===== config.mk =====
export PLATFORM = sky130hd
export DESIGN_NAME = tx_4b5b_encoder
export DESIGN_NICKNAME = d
export VERILOG_FILES = /design/src/rtl/enc4b5b_pkg.sv /design/src/rtl/enc_framer.sv /design/src/rtl/enc_sym_select.sv /design/src/rtl/enc_out_reg.sv /design/src/rtl/tx_4b5b_encoder.sv
export SDC_FILE = /design/constraint.sdc
export NUM_CORES = 1
export LEC_CHECK = 0
export CORE_AREA = 2 2 39 41
export DETAILED_ROUTE_END_ITERATION = 6
export DIE_AREA = 0 0 41 43
export DONT_BUFFER_PORTS = 1
export GPL_TIMING_DRIVEN = 0
export PLACE_DENSITY = 0.65
export SLEW_MARGIN = 20
export SYNTH_ARGS = -nofsm -noshare
export SYNTH_HDL_FRONTEND = slang
export SYNTH_SLANG_ARGS = --single-unit

===== constraint.sdc =====
create_clock -name clk -period 5.95 [get_ports clk]
set_clock_uncertainty 0.2 [all_clocks]
set_input_delay 0.595 -clock clk [delete_from_list [all_inputs] [get_ports clk]]
set_output_delay 0.595 -clock clk [all_outputs]
set_load 0.05 [all_outputs]

===== src/rtl/enc4b5b_pkg.sv =====
package enc4b5b_pkg;
  localparam int NIB_W = 4;
  localparam int SYM_W = 5;

  typedef logic [SYM_W-1:0] sym_t;
  typedef logic [NIB_W-1:0] nib_t;

  localparam sym_t SYM_IDLE = 5'b11111;
  localparam sym_t SYM_J    = 5'b11000;
  localparam sym_t SYM_K    = 5'b10001;
  localparam sym_t SYM_T    = 5'b01101;
  localparam sym_t SYM_R    = 5'b00111;
  localparam sym_t SYM_H    = 5'b00100;

  typedef enum logic [1:0] {PH_IDLE, PH_SECOND, PH_BODY, PH_TAIL} phase_e;
  typedef enum logic [2:0] {PICK_IDLE, PICK_J, PICK_K, PICK_DATA, PICK_T, PICK_R} pick_e;

  function automatic sym_t map_nibble(input nib_t n);
    sym_t s;
    case (n)
      4'h0: s = 5'b11110;
      4'h1: s = 5'b01001;
      4'h2: s = 5'b10100;
      4'h3: s = 5'b10101;
      4'h4: s = 5'b01010;
      4'h5: s = 5'b01011;
      4'h6: s = 5'b01110;
      4'h7: s = 5'b01111;
      4'h8: s = 5'b10010;
      4'h9: s = 5'b10011;
      4'hA: s = 5'b10110;
      4'hB: s = 5'b10111;
      4'hC: s = 5'b11010;
      4'hD: s = 5'b11011;
      4'hE: s = 5'b11100;
      default: s = 5'b11101;
    endcase
    return s;
  endfunction

  function automatic logic is_carrier(input pick_e p);
    return (p == PICK_J) || (p == PICK_K) || (p == PICK_DATA);
  endfunction
endpackage


===== src/rtl/enc_framer.sv =====
module enc_framer
  import enc4b5b_pkg::*;
(
  input  logic   clk,
  input  logic   rst_n,
  input  logic   tx_en,
  input  logic   hold_idle,
  output pick_e  pick,
  output phase_e phase
);
  phase_e ph_q, ph_d;

  always_comb begin
    ph_d = ph_q;
    pick = PICK_IDLE;
    if (hold_idle) begin
      ph_d = PH_IDLE;
    end else begin
      case (ph_q)
        PH_IDLE: if (tx_en) begin
          pick = PICK_J;
          ph_d = PH_SECOND;
        end
        PH_SECOND: if (tx_en) begin
          pick = PICK_K;
          ph_d = PH_BODY;
        end else begin
          pick = PICK_T;
          ph_d = PH_TAIL;
        end
        PH_BODY: if (tx_en) begin
          pick = PICK_DATA;
        end else begin
          pick = PICK_T;
          ph_d = PH_TAIL;
        end
        default: begin
          pick = PICK_R;
          ph_d = PH_IDLE;
        end
      endcase
    end
  end

  always_ff @(posedge clk or negedge rst_n) begin
    if (!rst_n) ph_q <= PH_IDLE;
    else        ph_q <= ph_d;
  end

  assign phase = ph_q;

  assert_start_pair_R3: assert property (@(posedge clk) disable iff (!rst_n)
    (ph_q == PH_SECOND) |-> $past(ph_q == PH_IDLE && tx_en && !hold_idle));

  assert_tail_closes_R6: assert property (@(posedge clk) disable iff (!rst_n)
    (ph_q == PH_TAIL) |=> (ph_q == PH_IDLE));

  assert_hold_forces_idle_R8: assert property (@(posedge clk) disable iff (!rst_n)
    hold_idle |=> (ph_q == PH_IDLE));
endmodule


===== src/rtl/enc_sym_select.sv =====
module enc_sym_select
  import enc4b5b_pkg::*;
(
  input  pick_e pick,
  input  nib_t  txd,
  input  logic  tx_er,
  output logic  err_hit,
  output sym_t  sym
);
  assign err_hit = tx_er && is_carrier(pick);

  always_comb begin
    case (pick)
      PICK_J:    sym = SYM_J;
      PICK_K:    sym = SYM_K;
      PICK_DATA: sym = map_nibble(txd);
      PICK_T:    sym = SYM_T;
      PICK_R:    sym = SYM_R;
      default:   sym = SYM_IDLE;
    endcase
    if (err_hit) sym = SYM_H;
  end
endmodule


===== src/rtl/enc_out_reg.sv =====
module enc_out_reg
  import enc4b5b_pkg::*;
(
  input  logic  clk,
  input  logic  rst_n,
  input  logic  bypass,
  input  sym_t  raw_sym,
  input  sym_t  sym,
  input  logic  err_hit,
  input  logic  gap,
  output sym_t  code_q
);
  always_ff @(posedge clk or negedge rst_n) begin
    if (!rst_n)      code_q <= SYM_IDLE;
    else if (bypass) code_q <= raw_sym;
    else             code_q <= sym;
  end

  assert_bypass_passthru_R8: assert property (@(posedge clk) disable iff (!rst_n)
    bypass |=> (code_q == $past(raw_sym)));

  assert_error_group_R5: assert property (@(posedge clk) disable iff (!rst_n)
    (err_hit && !bypass) |=> (code_q == SYM_H));

  assert_gap_idle_R2: assert property (@(posedge clk) disable iff (!rst_n)
    (gap && !bypass) |=> (code_q == SYM_IDLE));
endmodule


===== src/rtl/tx_4b5b_encoder.sv =====
module tx_4b5b_encoder
  import enc4b5b_pkg::*;
(
  input  logic       clk,
  input  logic       rst_n,
  input  logic       tx_en,
  input  logic       tx_er,
  input  logic [3:0] txd,
  input  logic       bypass_cfg,
  input  logic       bypass_strap,
  input  logic [4:0] raw_sym,
  output logic [4:0] code_out
);
  logic   bypass;
  pick_e  pick;
  phase_e phase;
  logic   err_hit;
  logic   gap;
  sym_t   sym;

  assign bypass = bypass_cfg | bypass_strap;
  assign gap    = (pick == PICK_IDLE);

  enc_framer u_framer (
    .clk(clk), .rst_n(rst_n), .tx_en(tx_en), .hold_idle(bypass),
    .pick(pick), .phase(phase)
  );

  enc_sym_select u_select (
    .pick(pick), .txd(txd), .tx_er(tx_er), .err_hit(err_hit), .sym(sym)
  );

  enc_out_reg u_out (
    .clk(clk), .rst_n(rst_n), .bypass(bypass), .raw_sym(raw_sym),
    .sym(sym), .err_hit(err_hit), .gap(gap), .code_q(code_out)
  );

  assert_idle_ignores_error_R2: assert property (@(posedge clk) disable iff (!rst_n)
    (phase == PH_IDLE && !tx_en && !bypass) |=> (code_out == SYM_IDLE));

  assert_one_cycle_latency_R9: assert property (@(posedge clk) disable iff (!rst_n)
    (!bypass && pick == PICK_DATA && !tx_er) |=> (code_out == $past(map_nibble(txd))));
endmodule


==> summary.md, run 1 <==
| Metric | Value |
|---|---|
| Final number of setup-violating endpoints | 0 |
| Routed len/inst | between 10 and 15 microns |
| GPL Wtd Cong | 0.7214 |
| Crit path launch type | flip-flop |
| Status | finished clean |
| TritonCTS clock tree | yes |
| Clock Path Buffers | 2 |
| Fin worst setup slack | 3.857 ns |
| CP arrival | approximately 2.1 ns |
| Worst Path Required | roughly 6 ns |
| Syn Area/Cell | 8.739 sq um |
| Vias per cell | 5.810 |
| Net Count, Synth | 82 |
| Post-CTS Resized | 0 |
| Warnings, synthesis | 0 |
| Pleak | 0.2372 nW |
| Post-CTS Setup Bufs | 0 |
| DRT Wirelength | about 1.1 mm |
| Async SR Flop Fraction | between 90% and 100% |
| Routed Antenna Nets | 0 |
| Via count | between 400 and 500 |
| Root Driver | clkbuf_4 |
| Worst-path clk slew | 0.05 ns |
| EDFF count, synth | 0 |
| Tcrit/Tclk final | around a third |
| Worst Path Max Fanout | 7 |
| Multi-input logic area | about 340 sq um |
| Setup WS pre-CTS | 3.861 ns |
| Setup CP Type | flip-flop to flip-flop |
| Antenna cells | 0 |
| Seq/Total Area, Yosys | about a third |
| CP endpoint kind | flip-flop |
| Die ar. | roughly 1800 sq um |
| Tot Pwr | approximately 0.13 mW |
| Top Ports | 20 |
| Cells after Synth | between 60 and 70 |
| Largest net degree at the start of global routing | 9 |
| Tot GR Track Use | between 15 and 20% |
| Setup TNS | 0 ns |
| Worst R2R Path Depth | 5 |
| Commonest non-fill, non-tap cell in the layout | nor2_1 |
| Initial antenna violation count | 0 |
| Worst reg2reg startpoint | u_framer.phase[0] |
| Distinct cells, synth | 29 |
| Fill cell count | roughly 140 |
| HP Start | raw_sym[2] |
| Clock latency on the worst-skew pair | between 0.2 and 0.3 ns |
| VDD IR max | 0.07893 mV |
| Yosys reg bits | 7 |
| Rows | 14 |
| Post-DP HPWL | around 870 microns |
| Port bufs | 0 |
| Most frequent cells in the layout | 12 x nor2_1, 7 x a21oi_1, 5 x nor3_1, 5 x dfstp_2, 4 x ha_1 |
| DR pass1 iterations | 4 |
| Global-route wire length before repair | around 1.9 mm |
| WHS | 0.2919 ns |
| Max frequency | 0.4779 GHz |
| Ys flop type | dfstp_2 |
| Max-cap viol count | 0 |
| RSZ-0062 raised after global routing | no |
| Power per cell area | between 200 and 250 nW/um^2 |
| Num CTS Buffers | 3 |
| Htree depth | 1 |
| Hold Vio Cnt, Final | 0 |
| GRT overflow | 0 |
| Headroom to the max-slew limit | around three quarters |
| Area of the core | about 1400 sq um |
| Area grow syn2layout | 10.23% |
| Crit. Startpoint | u_framer.phase[0] |
| Die height | 43 microns |
| Slew @ Worst Pin | ~0.39 ns |
| Residual DRC | 0 |
| Synth Cell Area | approximately 550 sq um |
| Drt initial violations | 5 |
| Nets@finish | 88 |
| Hold/Removal Path Class | input port to flip-flop |
| Die W | approximately 40 microns |
| Initial Util | roughly 40% |
| Vias in the first global route | slightly below 500 |
| WHS Path Cells | 2 |
| Fin. max-slew vios | 0 |
| Layout cell share with drive strength beyond 1 | around a fifth |
| Reg area | ~180 sq um |
| Final Critical Period | 2.093 ns |
| CTS Sinks | 7 |
-- routing by layer --
metal	track usage, %	part of all wire, %	wire length (microns)	up-vias
met1	20.13	44	480	228
met2	23.75	50	546	18
li1	-	-	-	242
met4	4.000	0	0	0
met3	4.188	6.0	65	0
met5	0	0	0	-
-- registers in the layout, indices dropped and copies added, names as in the netlist --
register / cells
u_out.code_q: 5
u_framer.phase: 2
-- worst paths after layout --
check,to,slack [ns]
setup / recovery,u_out.code_q[4],3.86
hold / removal,u_out.code_q[2],0.29
setup reg to reg,u_out.code_q[4],3.86
hold reg to reg,u_framer.phase[1],0.57
max in group asynchronous,u_out.code_q[2],4.80
min in group asynchronous,u_framer.phase[0],0.47
-- power by group --
group          internal [mW]  switching, mW
Combinational        0.00965         0.0112
Sequential            0.0539         0.0127
Clock                 0.0255         0.0162
Total                 0.0890         0.0401
-- cell type report --
cell class | count | area share, %
Multi-Input combinational cell | 51 | 56.49
Sequential cell | 7 | 29.90
Clock buffer | 4 | 4.330
Tap cell | 16 | 3.299
Buffer | 2 | 2.474
Inverter | 3 | 1.856
Timing Repair Buffer | 1 | 1.649
-- per-stage QoR --
stage | utilization [%] | cells | instance area (sq um)
3_5_place_dp | 41.23 | 79 | 570.5
3_3_place_gp | 41.23 | 79 | 570.5
6_report | 43.85 | 84 | 606.8
2_1_floorplan | - | 63 | 550.5
4_1_cts | 43.85 | 84 | 606.8
5_1_grt | 43.85 | 84 | 606.8
-- synth_stat cells (2+ instances only) --
master / n / share of area, %
a211oi_1: 2 / 2.7
a21oi_1: 7 / 6.4
dfrtp_1: 2 / 9.1
mux2i_1: 2 / 3.6
o21ai_0: 2 / 1.8
nor3_1: 5 / 4.5
ha_1: 4 / 9.1
nor2_1: 12 / 8.2
dfstp_2: 5 / 24
inv_1: 3 / 2.0
-- logic make-up after synthesis --
family,share of synthesized area [%]
mux,5.682
simple gates,21.36
buf+inv,4.772
compound gates,26.14
flops,32.96
fa+ha+maj,9.091
-- critical path: stages, from the launching register on --
cell and delay (ns):
dfrtp_1 0.46, ha_1 0.34, nor2b_4 0.15, o21ai_2 0.07, or4_1 0.51, a32o_1 0.28
-- what timing repair did --
item | 4_1_cts | 5_1_grt
hold buffers | 1 | 0
endpoints found under the setup margin | 0 | 0
endpoints found under the hold margin | 7 | 0
Power figures use the tool's default switching activity.
==> run 2: changes to the inputs <==
--- a/config.mk
+++ b/config.mk
@@ -10,7 +10,7 @@
 export DIE_AREA = 0 0 41 43
 export DONT_BUFFER_PORTS = 1
 export GPL_TIMING_DRIVEN = 0
-export PLACE_DENSITY = 0.65
+export PLACE_DENSITY = 0.67
 export SLEW_MARGIN = 20
 export SYNTH_ARGS = -nofsm -noshare
 export SYNTH_HDL_FRONTEND = slang
==> constraint.sdc (replaced) <==
create_clock -name clk -period 1.7 [get_ports clk]
set_clock_uncertainty 0.2 [all_clocks]
set_input_delay 0.17 -clock clk [delete_from_list [all_inputs] [get_ports clk]]
set_output_delay 0.17 -clock clk [all_outputs]
set_load 0.05 [all_outputs]
==> summary.md, run 2 (synthesis results as in run 1) <==
| Metric | Value |
|---|---|
| Pleak | 0.3463 nW (was 0.2372 nW) |
| Nets@finish | 111 (was 88) |
| Drt initial violations | 20 (was 5) |
| Vias per cell | 5.514 (was 5.810) |
| Status | finished with violations (was finished clean) |
| Fin. max-slew vios | 0 (unchanged) |
| GRT overflow | 0 (unchanged) |
| Hold Vio Cnt, Final | 0 (unchanged) |
| Net Sw Frac | 32.04% (was 31.06%) |
| Clock latency on the worst-skew pair | 0.25 ns (about the same) |
| Tot GR Track Use | 21.89% (was 15.31%) |
| Tcrit/Tclk final | 105.1% (was 35.17%) |
| Tot Pwr | 0.5179 mW (was 0.1291 mW) |
| Layout cell share with drive strength beyond 1 | 38.46% (was 20.59%) |
| Final Critical Period | 1.786 ns (was 2.093 ns) |
| Root Driver | clkbuf_4 (unchanged) |
| Worst R2R Path Depth | 4 (was 5) |
| Final number of setup-violating endpoints | 3 (was 0) |
| Die height | 43 microns (unchanged) |
| Port bufs | 0 (unchanged) |
| Setup CP Type | flip-flop to flip-flop (unchanged) |
| Setup WS pre-CTS | -0.2107 ns (was 3.861 ns) |
| Residual DRC | 0 (unchanged) |
| DRT Wirelength | 1.629 mm (was 1.092 mm) |
| Fin worst setup slack | -0.08648 ns (was 3.857 ns) |
| Global-route wire length before repair | 2.532 mm (was 1.890 mm) |
| Power per cell area | 581.3 nW/um^2 (was 212.8 nW/um^2) |
| GPL Wtd Cong | 0.7559 (was 0.7214) |
| Power share of the combinational group | 25.5% (was 16.2%) |
| DR pass1 iterations | 4 (unchanged) |
| Antenna cells | 0 (unchanged) |
| Commonest non-fill, non-tap cell in the layout | dlygate4sd3_1 (was nor2_1) |
| VDD IR max | 0.2449 mV (was 0.07893 mV) |
| WHS | 0.04483 ns (was 0.2919 ns) |
| Max-cap viol count | 0 (unchanged) |
| Top Ports | 20 (unchanged) |
| Routed len/inst | 15.22 microns (was 13.00 microns) |
| Failing checks | negative setup slack |
| Crit path launch type | flip-flop (unchanged) |
| Worst Path Max Fanout | 4 (was 7) |
| Htree depth | 1 (unchanged) |
| Headroom to the max-slew limit | 70.74% (was 73.23%) |
| Initial antenna violation count | 0 (unchanged) |
| Clock Path Buffers | 2 (unchanged) |
| Post-DP HPWL | 916.3 microns (was 870.2 microns) |
| R2r endpoint | u_out.code_q[4] (unchanged) |
| Internal Power | 0.3520 mW (was 0.08900 mW) |
| TritonCTS clock tree | yes (unchanged) |
| RSZ-0062 raised after global routing | yes (was no) |
| Num CTS Buffers | 3 (unchanged) |
| Sw power | 0.1659 mW (was 0.04010 mW) |
| Die ar. | 1763 sq um (unchanged) |
| Vias in the first global route | 572 (was 481) |
| CTS Sinks | 7 (unchanged) |
| Max frequency | 0.5598 GHz (was 0.4779 GHz) |
| Sequential power share | 45.1% (was 51.6%) |
| Slew @ Worst Pin | 0.4333 ns (was 0.3904 ns) |
| Largest register by flop count | u_out.code_q (unchanged) |
| Die W | 41 microns (unchanged) |
| Worst Path Required | 1.68 ns (was 5.92 ns) |
| Worst-path clk slew | 0.05 ns (about the same) |
| Rows | 14 (unchanged) |
| Max reg flops | 5 (unchanged) |
| Setup slack, reg-to-reg | -0.09 ns (was 3.86 ns) |
| CP arrival | 1.77 ns (was 2.07 ns) |
| Most frequent cells in the layout | 15 x dlygate4sd3_1, 10 x nor2_1, 8 x buf_4, 7 x a21oi_1, 5 x dfstp_2 (was 12 x nor2_1, 7 x a21oi_1, 5 x nor3_1, 5 x dfstp_2, 4 x ha_1) |
| Fin util | 64.38% (was 43.85%) |
| CP endpoint kind | flip-flop (unchanged) |
| Area of the core | 1384 sq um (unchanged) |
| Routed Antenna Nets | 0 (unchanged) |
| Area grow syn2layout | 61.82% (was 10.23%) |
| Worst reg2reg startpoint | u_framer.phase[0] (unchanged) |
| Initial Util | 39.78% (unchanged) |
| Hold/Removal Path Class | input port to async pin (was input port to flip-flop) |
| Via count | 590 (was 488) |
| Largest net degree at the start of global routing | 9 (unchanged) |
| Clock power share | 29.4% (was 32.3%) |
## run 2: cell types whose count changed in the layout (fill, tap and decap cells not counted), sizes merged
cell / previous run / this run
buf: 1 / 10
dlygate4sd3: 1 / 15
## run 2: stage by stage
| step | std cells | area (sq um) | setup TNS (ns) |
|---|---|---|---|
| after detailed placement | 79 | 598.1 | -0.3269 |
| after global routing | 107 | 890.9 | -0.4441 |
| after global placement | 79 | 598.1 | -0.3411 |
| after CTS | 102 | 809.5 | -0.1651 |
| final | 107 | 890.9 | -0.1416 |
| after floorplan | 63 | 578.1 | -0.1107 |
## run 2: timing repair
action,CTS,global route
endpoints found under the setup margin,3,6
gates resized for setup,3,8
buffers inserted,5,4
pin swaps,1,3
gates cloned,0,0
hold endpoints to repair,13,1
hold buffers,14,1
## run 2: worst max-delay path by stage
stage                 startpoint              end  slack, ns  depth (start not counted)
2_1_floorplan  u_framer.phase[0]  u_out.code_q[4]      -0.11                          5
4_1_cts        u_framer.phase[0]  u_out.code_q[4]      -0.17                          5
3_3_place_gp   u_framer.phase[1]  u_out.code_q[4]      -0.20                          5
3_5_place_dp   u_framer.phase[1]  u_out.code_q[4]      -0.21                          5
5_1_grt        u_framer.phase[1]  u_out.code_q[4]      -0.13                          5
6_report       u_framer.phase[0]  u_out.code_q[4]      -0.09                          4
## run 2: layer usage
metal,track usage [%],up-vias,wire (microns)
met1,26.37,265,679
met5,0,-,0
met3,4.188,4,69
li1,-,292,-
met4,16.00,0,34
met2,32.50,29,846
## run 2: power by group through the flow
stage	Combinational (mW)	Sequential (mW)	Clock [mW]
final	0.132	0.234	0.152
after floorplan	0.0590	0.235	0
after detailed placement	0.0685	0.237	0
after global routing	0.143	0.236	0.179
after CTS	0.107	0.234	0.153
after global placement	0.0679	0.237	0
## run 2: area by class of cell
type / count / area [sq um]
clock buffers: 4 / 26.28
well taps: 16 / 20.02
flip-flops and latches: 7 / 183.9
plain buffers: 2 / 15.01
fillers: 105 / 493.0
inverters: 3 / 11.26
multi-input cells: 51 / 412.9
repair buffers: 24 / 221.5
## run 2: worst max-delay path: stages, from the launching register on
cell and delay [ns]:
dfrtp_2 0.44, buf_6 0.14, mux2i_4 0.18, or4_1 0.47
a32o_1 0.27
==> run 3: changes to the inputs <==
--- a/config.mk
+++ b/config.mk
@@ -5,12 +5,14 @@
 export SDC_FILE = /design/constraint.sdc
 export NUM_CORES = 1
 export LEC_CHECK = 0
-export CORE_AREA = 2 2 39 41
+export CELL_PAD_IN_SITES_DETAIL_PLACEMENT = 1
+export CELL_PAD_IN_SITES_GLOBAL_PLACEMENT = 2
+export CORE_ASPECT_RATIO = 1.25
+export CORE_UTILIZATION = 29
 export DETAILED_ROUTE_END_ITERATION = 6
-export DIE_AREA = 0 0 41 43
 export DONT_BUFFER_PORTS = 1
 export GPL_TIMING_DRIVEN = 0
-export PLACE_DENSITY = 0.67
+export PLACE_DENSITY = 0.73
 export SLEW_MARGIN = 20
 export SYNTH_ARGS = -nofsm -noshare
 export SYNTH_HDL_FRONTEND = slang
==> summary.md, run 3 (synthesis results as in run 1) <==
| Metric | Value |
|---|---|
| Status | finished with violations (unchanged) |
| Failing checks | negative setup slack (unchanged) |
| CP endpoint | u_out.code_q[4] (unchanged) |
| Setup TNS | -0.2227 ns (was -0.1416 ns) |
| Num CTS Buffers | 3 (unchanged) |
| Final Critical Period | 1.862 ns (was 1.786 ns) |
| Post-route non-filler standard cell count | 106 (was 107) |
| Area grow syn2layout | 50.91% (was 61.82%) |
| Slew @ Worst Pin | 0.5356 ns (was 0.4333 ns) |
| Worst Path Max Fanout | 4 (unchanged) |
| WHS | 0.03860 ns (was 0.04483 ns) |
| Hold Vio Cnt, Final | 0 (unchanged) |
| R2r endpoint | u_out.code_q[4] (unchanged) |
| Power per cell area | 626.3 nW/um^2 (was 581.3 nW/um^2) |
| Tcrit/Tclk final | 109.5% (was 105.1%) |
| Initial antenna violation count | 0 (unchanged) |
| Most frequent cells in the layout | 16 x dlygate4sd3_1, 10 x nor2_1, 7 x a21oi_1, 5 x dfstp_2 (was 15 x dlygate4sd3_1, 10 x nor2_1, 8 x buf_4, 7 x a21oi_1, 5 x dfstp_2) |
| Worst-path clk slew | 0.06 ns (was 0.05 ns) |
| Sequential power share | 45.0% (was 45.1%) |
| DRT Wirelength | 1.854 mm (was 1.629 mm) |
| Drt initial violations | 8 (was 20) |
| Routed Antenna Nets | 0 (unchanged) |
| DR pass1 iterations | 3 (was 4) |
| Fin util | 47.06% (was 64.38%) |
| Max-cap viol count | 0 (unchanged) |
| Hold/Removal Path Class | input port to async pin (unchanged) |
| Crit. Startpoint | u_framer.phase[1] (was u_framer.phase[0]) |
| Nets@finish | 107 (was 111) |
| Layout cell share with drive strength beyond 1 | 32.18% (was 38.46%) |
| Internal Power | 0.3416 mW (was 0.3520 mW) |
| Tot Pwr | 0.5203 mW (was 0.5179 mW) |
| Net Sw Frac | 34.35% (was 32.04%) |
| Crit path launch type | flip-flop (unchanged) |
| Antenna cells | 0 (unchanged) |
| Sw power | 0.1787 mW (was 0.1659 mW) |
| Tot GR Track Use | 19.66% (was 21.89%) |
| Clock power share | 32.1% (was 29.4%) |
| Clock latency on the worst-skew pair | 0.27 ns (was 0.25 ns) |
| Top Ports | 20 (unchanged) |
| Max reg flops | 5 (unchanged) |
| Final number of setup-violating endpoints | 2 (was 3) |
| Global-route wire length before repair | 2.725 mm (was 2.532 mm) |
| GRT overflow | 0 (unchanged) |
| Port bufs | 0 (unchanged) |
| Largest register by flop count | u_out.code_q (unchanged) |
| Max frequency | 0.5370 GHz (was 0.5598 GHz) |
| Residual DRC | 0 (unchanged) |
| Pleak | 0.3194 nW (was 0.3463 nW) |
| Fin worst setup slack | -0.1623 ns (was -0.08648 ns) |
| TritonCTS clock tree | yes (unchanged) |
| Worst R2R Path Depth | 5 (was 4) |
| Setup slack, reg-to-reg | -0.16 ns (was -0.09 ns) |
| Worst Path Required | 1.69 ns (was 1.68 ns) |
| Vias in the first global route | 598 (was 572) |
| Vias per cell | 5.387 (was 5.514) |
| Cell count after placement | 82 (was 79) |
| Htree depth | 1 (unchanged) |
| Routed len/inst | 17.49 microns (was 15.22 microns) |
| Area of the core | 1765 sq um (was 1384 sq um) |
| CTS Sinks | 7 (unchanged) |
| Die height | 50.72 microns (was 43 microns) |
| GPL Wtd Cong | 0.7542 (was 0.7559) |
| Fin. max-slew vios | 0 (unchanged) |
| Post-DP HPWL | 1.056 mm (was 916.3 microns) |
| Via count | 571 (was 590) |
| Worst reg2reg startpoint | u_framer.phase[1] (was u_framer.phase[0]) |
| Power share of the combinational group | 22.9% (was 25.5%) |
| Clock Path Buffers | 2 (unchanged) |
| Largest net degree at the start of global routing | 9 (unchanged) |
| Initial Util | 31.18% (was 39.78%) |
| Rows | 17 (was 14) |
| Die ar. | 2078 sq um (was 1763 sq um) |
| Setup CP Type | flip-flop to flip-flop (unchanged) |
| Headroom to the max-slew limit | 63.84% (was 70.74%) |
| Commonest non-fill, non-tap cell in the layout | dlygate4sd3_1 (unchanged) |
| CP endpoint kind | flip-flop (unchanged) |
| RSZ-0062 raised after global routing | yes (unchanged) |
| Root Driver | clkbuf_4 (unchanged) |
| VDD IR max | 0.2323 mV (was 0.2449 mV) |
| Die W | 40.97 microns (was 41 microns) |
| CP arrival | 1.85 ns (was 1.77 ns) |
## run 3: cell types whose count changed in the layout (fill, tap and decap cells not counted), sizes merged
cell	before	now
buf	10	5
dlygate4sd3	15	16
## run 3: metrics by stage
stage	setup WS (ns)	area [sq um]
after detailed placement	-0.2180	601.8
after global placement	-0.2254	601.8
final	-0.1623	830.8
after global routing	-0.2106	830.8
after floorplan	-0.1107	578.1
after CTS	-0.1714	788.3
## run 3: repair_timing
item | in CTS | in global routing
gates resized for setup | 5 | 1
setup endpoints to repair | 5 | 5
buffers inserted | 4 | 0
hold buffers | 12 | 4
hold endpoints to repair | 13 | 3
pin swaps | 1 | 1
## run 3: power by group through the flow
stage	registers (mW)	logic, mW	clock network, mW
finish	0.234	0.119	0.167
global route	0.237	0.129	0.178
floorplan	0.235	0.0590	0
CTS	0.233	0.106	0.152
detailed placement	0.237	0.0718	0
global placement	0.237	0.0702	0
## run 3: worst min path at each step
stage | endpoint | cells past startpoint | slack [ns] | start
2_1_floorplan | u_framer.phase[0] | 0 | -0.33 | rst_n
3_3_place_gp | u_framer.phase[1] | 0 | -0.33 | rst_n
3_5_place_dp | u_framer.phase[0] | 0 | -0.33 | rst_n
4_1_cts | u_framer.phase[0] | 2 | -0.07 | tx_en
5_1_grt | u_out.code_q[0] | 3 | 0.06 | txd[0]
6_report | u_framer.phase[1] | 1 | 0.04 | rst_n
## run 3: cell type report
cell class / count / area (sq um)
plain buffers: 2 / 15.01
clock buffers: 4 / 26.28
fillers: 210 / 934.6
inverters: 3 / 11.26
multi-input cells: 51 / 380.4
flip-flops and latches: 7 / 183.9
well taps: 19 / 23.77
repair buffers: 20 / 190.2
## run 3: metal layers
layer | wire length, microns | GRT usage, % | vias to the layer above
li1 | - | - | 279
met1 | 794 | 23.66 | 274
met2 | 957 | 31.77 | 14
met3 | 83 | 3.982 | 4
met4 | 19 | 8.333 | 0
met5 | 0 | 0 | -
## run 3: critical path, cell delays in order, from the launching register on
cell	delay, ns
dfrtp_2	0.45
inv_2	0.09
ha_2	0.21
o21ai_2	0.08
or4_1	0.50
a32o_1	0.26
